==> src/rtl/clksw_pkg.sv <==
package clksw_pkg;
  typedef enum logic [2:0] {
    ST_INT_RUN  = 3'd0,
    ST_EXT_WAIT = 3'd1,
    ST_EXT_DLY  = 3'd2,
    ST_EXT_RUN  = 3'd3,
    ST_SUSP     = 3'd4,
    ST_WAKE_INT = 3'd5
  } seq_state_e;

  typedef enum logic [1:0] {
    XD_RELEASE = 2'd0,
    XD_CLOCK   = 2'd1,
    XD_HIGH    = 2'd2
  } xtal_drive_e;

  typedef enum logic [1:0] {
    SRC_INT  = 2'd0,
    SRC_EXT  = 2'd1,
    SRC_NONE = 2'd2
  } src_e;

  localparam int unsigned BIT_EXT_REQ = 0;
  localparam int unsigned BIT_OUT_DIS = 1;
  localparam int unsigned BIT_PTUNE   = 2;
  localparam int unsigned BIT_LVR_DIS = 3;
  localparam int unsigned BIT_WADJ_LO = 4;
  localparam int unsigned BIT_LONG    = 7;
endpackage

==> src/rtl/clksw_cfg_reg.sv <==
module clksw_cfg_reg #(
  parameter int unsigned AW = 8,
  parameter int unsigned DW = 8,
  parameter logic [7:0]  REG_ADDR = 8'hF8
) (
  input  logic          clk,
  input  logic          rst_n,
  input  logic          io_wr,
  input  logic [AW-1:0] io_addr,
  input  logic [DW-1:0] io_wdata,
  output logic [DW-1:0] cfg_q,
  output logic          ext_set_pulse
);
  import clksw_pkg::*;

  logic hit;
  assign hit = io_wr && (io_addr == REG_ADDR[AW-1:0]);

  always_ff @(posedge clk or negedge rst_n) begin
    if (!rst_n) cfg_q <= '0;
    else if (hit) cfg_q <= io_wdata;
  end

  // request pulse taken from the write itself, same edge as the load
  assign ext_set_pulse = hit && io_wdata[BIT_EXT_REQ];


  foreign_addr_chk: assert property (@(posedge clk) disable iff (!rst_n)
    (io_wr && io_addr != REG_ADDR[AW-1:0]) |=> $stable(cfg_q));
endmodule

==> src/rtl/clksw_delay.sv <==
module clksw_delay #(
  parameter int unsigned CW = 12
) (
  input  logic          clk,
  input  logic          rst_n,
  input  logic          load,
  input  logic [CW-1:0] load_len,
  input  logic          tick,
  output logic          busy,
  output logic          expire
);
  logic [CW-1:0] cnt_q;

  assign expire = busy && !load && tick && (cnt_q == '0);

  always_ff @(posedge clk or negedge rst_n) begin
    if (!rst_n) begin
      busy  <= 1'b0;
      cnt_q <= '0;
    end else if (load) begin
      busy  <= 1'b1;
      cnt_q <= load_len - 1'b1;
    end else if (busy && tick) begin
      if (cnt_q == '0) busy <= 1'b0;
      else             cnt_q <= cnt_q - 1'b1;
    end
  end


  count_down_chk: assert property (@(posedge clk) disable iff (!rst_n)
    (busy && !load) |=> (!busy || cnt_q <= $past(cnt_q)));


  tick_hold_chk: assert property (@(posedge clk) disable iff (!rst_n)
    (busy && !load && !tick) |=> (busy && $stable(cnt_q)));
endmodule

==> src/rtl/clksw_seq.sv <==
module clksw_seq #(
  parameter int unsigned CW           = 12,
  parameter int unsigned RESUME_SHORT = 128,
  parameter int unsigned RESUME_LONG  = 4000,
  parameter int unsigned WAKE_DELAY   = 8
) (
  input  logic          clk,
  input  logic          rst_n,
  input  logic          ext_set_pulse,
  input  logic          ext_bit,
  input  logic          long_sel,
  input  logic          osc_stable,
  input  logic          suspend_req,
  input  logic          wake,
  input  logic          dly_expire,
  output logic          dly_load,
  output logic [CW-1:0] dly_len,
  output logic          src_ext,
  output logic          cpu_run,
  output logic          int_osc_en,
  output logic          ext_osc_en,
  output logic [1:0]    src_status
);
  import clksw_pkg::*;

  localparam logic [CW-1:0] LEN_SHORT = CW'(RESUME_SHORT);
  localparam logic [CW-1:0] LEN_LONG  = CW'(RESUME_LONG);
  localparam logic [CW-1:0] LEN_WAKE  = CW'(WAKE_DELAY);

  seq_state_e state_q, state_d;
  logic src_ext_q, src_ext_d;
  logic wake_int_go;

  assign wake_int_go = (state_q == ST_SUSP) && wake && !ext_bit;

  always_comb begin
    state_d   = state_q;
    src_ext_d = src_ext_q;
    unique case (state_q)
      ST_INT_RUN: begin
        if (ext_set_pulse) begin
          state_d   = ST_EXT_WAIT;
          src_ext_d = 1'b1;
        end else if (suspend_req) begin
          state_d = ST_SUSP;
        end
      end
      ST_EXT_WAIT: if (osc_stable) state_d = ST_EXT_DLY;
      ST_EXT_DLY:  if (dly_expire) state_d = ST_EXT_RUN;
      ST_EXT_RUN:  if (suspend_req) state_d = ST_SUSP;
      ST_SUSP: begin
        if (wake) begin
          if (ext_bit) begin
            state_d   = ST_EXT_WAIT;
            src_ext_d = 1'b1;
          end else begin
            state_d   = ST_WAKE_INT;
            src_ext_d = 1'b0;
          end
        end
      end
      ST_WAKE_INT: if (dly_expire) state_d = ST_INT_RUN;
      default: state_d = ST_INT_RUN;
    endcase
  end

  always_ff @(posedge clk or negedge rst_n) begin
    if (!rst_n) begin
      state_q   <= ST_INT_RUN;
      src_ext_q <= 1'b0;
    end else begin
      state_q   <= state_d;
      src_ext_q <= src_ext_d;
    end
  end

  assign dly_load = ((state_q == ST_EXT_WAIT) && osc_stable) || wake_int_go;
  assign dly_len  = wake_int_go ? LEN_WAKE : (long_sel ? LEN_LONG : LEN_SHORT);

  assign src_ext    = src_ext_q;
  assign cpu_run    = (state_q == ST_INT_RUN) || (state_q == ST_EXT_RUN);
  assign int_osc_en = (state_q == ST_INT_RUN) || (state_q == ST_WAKE_INT);
  assign ext_osc_en = (state_q == ST_EXT_WAIT) || (state_q == ST_EXT_DLY) ||
                      (state_q == ST_EXT_RUN);

  always_comb begin
    unique case (state_q)
      ST_INT_RUN, ST_WAKE_INT: src_status = SRC_INT;
      ST_EXT_DLY, ST_EXT_RUN:  src_status = SRC_EXT;
      default:                 src_status = SRC_NONE;
    endcase
  end


  halt_until_stable_chk: assert property (@(posedge clk) disable iff (!rst_n)
    (state_q == ST_EXT_WAIT && !osc_stable) |=> !cpu_run);


  back_to_int_chk: assert property (@(posedge clk) disable iff (!rst_n)
    $fell(src_ext_q) |-> $past(state_q == ST_SUSP));


  switch_halts_chk: assert property (@(posedge clk) disable iff (!rst_n)
    $rose(src_ext_q) |-> (ext_osc_en && !cpu_run && !int_osc_en));


  wake_idle_chk: assert property (@(posedge clk) disable iff (!rst_n)
    (cpu_run && wake && !suspend_req && !ext_set_pulse) |=> cpu_run);
endmodule

==> src/rtl/clksw_ctrl.sv <==
module clksw_ctrl #(
  parameter int unsigned RESUME_SHORT = 128,
  parameter int unsigned RESUME_LONG  = 4000,
  parameter int unsigned WAKE_DELAY   = 8,
  parameter logic [7:0]  REG_ADDR     = 8'hF8
) (
  input  logic       clk,
  input  logic       rst_n,
  input  logic       io_wr,
  input  logic [7:0] io_addr,
  input  logic [7:0] io_wdata,
  output logic [7:0] cfg_rdata,
  input  logic       osc_stable,
  input  logic       suspend_req,
  input  logic       wake,
  input  logic       tick,
  output logic       clk_sel_ext,
  output logic       int_osc_en,
  output logic       ext_osc_en,
  output logic       cpu_run,
  output logic [1:0] xtal_drive,
  output logic [1:0] src_status,
  output logic [2:0] wake_adj,
  output logic       lvr_dis,
  output logic       ptune_en
);
  import clksw_pkg::*;

  localparam int unsigned MAX_A = (RESUME_LONG > RESUME_SHORT) ? RESUME_LONG : RESUME_SHORT;
  localparam int unsigned MAX_L = (MAX_A > WAKE_DELAY) ? MAX_A : WAKE_DELAY;
  localparam int unsigned CW    = $clog2(MAX_L + 1);

  logic [7:0]    cfg_q;
  logic          ext_set_pulse;
  logic          dly_load, dly_busy, dly_expire;
  logic [CW-1:0] dly_len;
  logic          src_ext;

  clksw_cfg_reg #(.AW(8), .DW(8), .REG_ADDR(REG_ADDR)) u_reg (
    .clk(clk), .rst_n(rst_n), .io_wr(io_wr), .io_addr(io_addr),
    .io_wdata(io_wdata), .cfg_q(cfg_q), .ext_set_pulse(ext_set_pulse)
  );

  clksw_seq #(
    .CW(CW), .RESUME_SHORT(RESUME_SHORT), .RESUME_LONG(RESUME_LONG),
    .WAKE_DELAY(WAKE_DELAY)
  ) u_seq (
    .clk(clk), .rst_n(rst_n), .ext_set_pulse(ext_set_pulse),
    .ext_bit(cfg_q[BIT_EXT_REQ]), .long_sel(cfg_q[BIT_LONG]),
    .osc_stable(osc_stable), .suspend_req(suspend_req), .wake(wake),
    .dly_expire(dly_expire), .dly_load(dly_load), .dly_len(dly_len),
    .src_ext(src_ext), .cpu_run(cpu_run), .int_osc_en(int_osc_en),
    .ext_osc_en(ext_osc_en), .src_status(src_status)
  );

  clksw_delay #(.CW(CW)) u_dly (
    .clk(clk), .rst_n(rst_n), .load(dly_load), .load_len(dly_len),
    .tick(tick), .busy(dly_busy), .expire(dly_expire)
  );

  assign cfg_rdata   = cfg_q;
  assign clk_sel_ext = src_ext;
  assign wake_adj    = cfg_q[BIT_WADJ_LO +: 3];
  assign lvr_dis     = cfg_q[BIT_LVR_DIS];
  assign ptune_en    = cfg_q[BIT_PTUNE];

  always_comb begin
    if (src_ext)                 xtal_drive = XD_RELEASE;
    else if (cfg_q[BIT_OUT_DIS]) xtal_drive = XD_HIGH;
    else                         xtal_drive = XD_CLOCK;
  end


  one_osc_chk: assert property (@(posedge clk) disable iff (!rst_n)
    $onehot0({int_osc_en, ext_osc_en}));


  run_needs_osc_chk: assert property (@(posedge clk) disable iff (!rst_n)
    cpu_run |-> (int_osc_en || ext_osc_en));


  delay_owner_chk: assert property (@(posedge clk) disable iff (!rst_n)
    dly_busy |-> !cpu_run);
endmodule

==> config.mk <==
export PLATFORM = sky130hd
export DESIGN_NAME = clksw_ctrl
export DESIGN_NICKNAME = d
export VERILOG_FILES = /design/src/rtl/clksw_pkg.sv /design/src/rtl/clksw_cfg_reg.sv /design/src/rtl/clksw_delay.sv /design/src/rtl/clksw_seq.sv /design/src/rtl/clksw_ctrl.sv
export SDC_FILE = /design/constraint.sdc
export NUM_CORES = 1
export LEC_CHECK = 0
export BUFFER_PORTS_ARGS = -buffer_cell sky130_fd_sc_hd__buf_2
export CORE_ASPECT_RATIO = 1.25
export CORE_MARGIN = 5
export CORE_UTILIZATION = 46
export CTS_CLUSTER_SIZE = 30
export DETAILED_ROUTE_END_ITERATION = 10
export PLACE_DENSITY = 0.74
export SLEW_MARGIN = 15
export SYNTH_ARGS = -nofsm -noshare
export SYNTH_HDL_FRONTEND = slang
export SYNTH_SLANG_ARGS = --single-unit
==> constraint.sdc <==
create_clock -name clk -period 2.1 [get_ports clk]
set_input_delay 0.42 -clock clk [delete_from_list [all_inputs] [get_ports clk]]
set_output_delay 0.42 -clock clk [all_outputs]
set_load 0.1 [all_outputs]
==> summary.txt <==
Status
  • Status: finished, final reports clean

Power
  • Peak VDD IR: 1.18 mV
  • Lkg Pwr: 0.896 nW
  • Power Density: approximately 1700 nW/µm²
  • Tot Pwr: 0.00314 W

Yosys
  • Ys Warns: 0
  • Mean post-synth cell area: 9.59 µm²
  • Post-synth EDFFs: 0
  • Synth area leader: dfrtp_1
  • Top cells by count, synth: dfrtp_1, nand2_1, nor2_1, a21oi_1
  • Ys async rst share: 1.00
  • Synth cell types: 47
  • Synth area leaders: dfrtp_1, mux2_2, buf_4, nand2_1, a21oi_1
  • Syn_nets: 178
  • #FFs+latches synth: 25
  • Most common cell in the netlist: dfrtp_1
  • Sequential cell area fraction in the yosys report: 0.421
  • Synthesized instance count: 155
  • Primary FF master, synth: dfrtp_1
  • Top-area cell type share of the netlist area: 0.421
  • Synthesized area: 1490 µm²

Timing
  • Setup TNS: 0 ps
  • Tmin final: 2070 ps
  • Period utilization: 0.985
  • Worst Tran Pin Value: 568 ps
  • Slew Limit Fails: 0
  • Unrepaired setup endpoints after global routing: yes
  • Fmax: 483 MHz
  • Clk_skew: 2.31 ps
  • Slew margin rel.: 0.621
  • Final Hold Violating Endpoints: 0
  • Final Setup Violations: 0

Final layout
  • Antenna cells: 0
  • Layout area overhead: 26.7%
  • Fillers: around 280
  • Post-Route Utilization: 0.595
  • Layout cells sized above 1: 0.437
  • Fin area: 1880 µm²
  • Layout Nets: 223

Critical path
  • Crit-path max cell delay: 600 ps
  • R2R Setup Slk: 30 ps
  • WP data arrival: 2230 ps
  • Crit start category: flip-flop
  • Crit path capture type: flip-flop
  • Crit path capture: u_dly.cnt_q[1]
  • Worst EP required: ~2300 ps
  • Crit path kind: flip-flop to flip-flop
  • Max FO, Critical Path: 7
  • FF-to-FF Start: u_dly.cnt_q[1]
  • Worst R2R End: u_dly.cnt_q[1]
  • Reg2reg path depth: 4
  • CP Cell Sequence: or3_4 -> or4_4 -> nor4b_2 -> or3_1
  • Worst Setup SP: u_dly.cnt_q[1]
  • Critical path's slowest cell: or4_4

Die
  • Die area: 4480 µm²
  • IO Count: 44
  • Die Span Y: between 70 and 80 µm
  • Die X: 60.8 µm
  • # rows: 23
  • Initial Util: 0.470
  • Core ar.: around 3200 µm²

Route
  • Drc violations: 0
  • Vias: between 1000 and 1500
  • Routed Wire Length: 3.63 mm
  • Routed wire per std cell: 15.4 µm
  • Number of vias per cell: 5.92
  • Initial DRC Count: a little over 40
  • Antenna Nets Post-Route: 0
  • DR pass1 iterations: 4

Clocking
  • CTS Buffer Depth: 2
  • CTS tree: yes
  • Root buffer cell: clkbuf_8
  • Worst skew pair latency: 270 ps
  • Clock Sinks: 25
  • Clock-pin slew on the worst setup and hold paths: ~90 ps
  • Postcts setup bufs: 0
  • Total CTS buffers: 3
  • H-Tree Depth: 1

Min path
  • Worst hold path type: input port to async pin

GRT
  • First-pass GRT wire length: about 6.2 mm
  • Largest net degree at the start of global routing: 26
  • Number of global-route vias before repair: approximately 1500
  • Gr usage total: 0.180
  • Initial antenna violation count: 0
  • Total gr overflow: 0

Placed design
  • Dpl cell area: about 1800 µm²
  • DP HPWL: 2.82 mm
  • # port buffers: 43
  • Routability congestion estimate: just under 0.9

Run
  • MaxCap Viol Count: 0
-- critical path, delay by kind of cell (launching register included) --
kind | cells | cell delay, ps
and+or+nand+nor | 4 | 1550
DFF | 1 | 410
-- power by group --
part	internal (W)	switching, W	total (W)
combinational	0.000678	0.00141	0.00209
sequential	0.000610	0.000152	0.000763
clock	0.000135	0.000161	0.000296
total	0.00142	0.00172	0.00314
-- cell type report --
class                           instances  area [µm²]  area share
Multi-Input combinational cell        114         807       0.429
Sequential cell                        25         628       0.334
Timing Repair Buffer                   54         345       0.183
Tap cell                               37        46.3      0.0246
Clock buffer                            3        41.3      0.0219
Clock inverter                          1        7.51     0.00399
Inverter                                2        7.51     0.00399
-- timing repair --
item,in CTS,in global routing
hold buffers,0,0
hold endpoints to repair,0,0
resized for setup,0,7
setup endpoints to repair,0,7
-- state kept, by name, indices dropped and copies added (netlist names) --
signal / count
u_dly.cnt_q: 12
u_reg.cfg_q: 8
u_seq.state_q: 3
u_dly.busy: 1
u_seq.src_ext: 1
-- layer usage --
metal	track usage	up-vias	wire length (µm)
met5	0	-	0
met4	0.0940	0	114
met3	0.0281	13	246
met2	0.298	76	1800
met1	0.221	657	1460
li1	-	650	-
-- logic make-up (layout without fill, tap and decap cells) --
family	after synthesis	count (layout)	share of synthesized area
buffers and inverters	16	60	0.0682
multiplexers	9	9	0.0682
AO/OA/AOI/OAI	42	42	0.190
AND/OR/NAND/NOR	58	58	0.223
XOR/XNOR	5	5	0.0295
flip-flops	25	25	0.421
-- placed cells by master (no fill, tap or decap), types with 2 or more instances in the layout --
master and instances:
nand2_1 14, a21oi_1 10, nor4b_2 2, o21ai_0 8, dfrtp_1 23, buf_4 10, nand3b_1 2, or3_1 4
nor2_2 3, o21a_1 5, nor2_1 6, xnor2_1 3, clkbuf_8 3, a21o_1 2, nand2b_1 2, dfrtp_2 2
xor2_1 2, inv_1 2, clkbuf_4 2, nand3_1 6, mux2_2 8, buf_12 3, a22oi_1 6, nor2_4 2
nand4_1 3, buf_2 39
-- through the flow --
stage | instances | worst slack, ps | hold WS [ps]
after floorplan | 155 | -320 | 124
after CTS | 236 | 12.1 | 140
after global routing | 236 | -30.4 | 168
final | 236 | 31.1 | 129
after global placement | 232 | 75.4 | 437
after detailed placement | 232 | 33.1 | 449
-- how the worst min path moves through the flow --
stage / start / to
3_3_place_gp: rst_n / u_dly.busy
3_5_place_dp: rst_n / u_dly.busy
2_1_floorplan: rst_n / u_dly.busy
4_1_cts: rst_n / u_dly.busy
5_1_grt: rst_n / u_dly.busy
6_report: rst_n / u_dly.busy
Power figures use the tool's default switching activity.
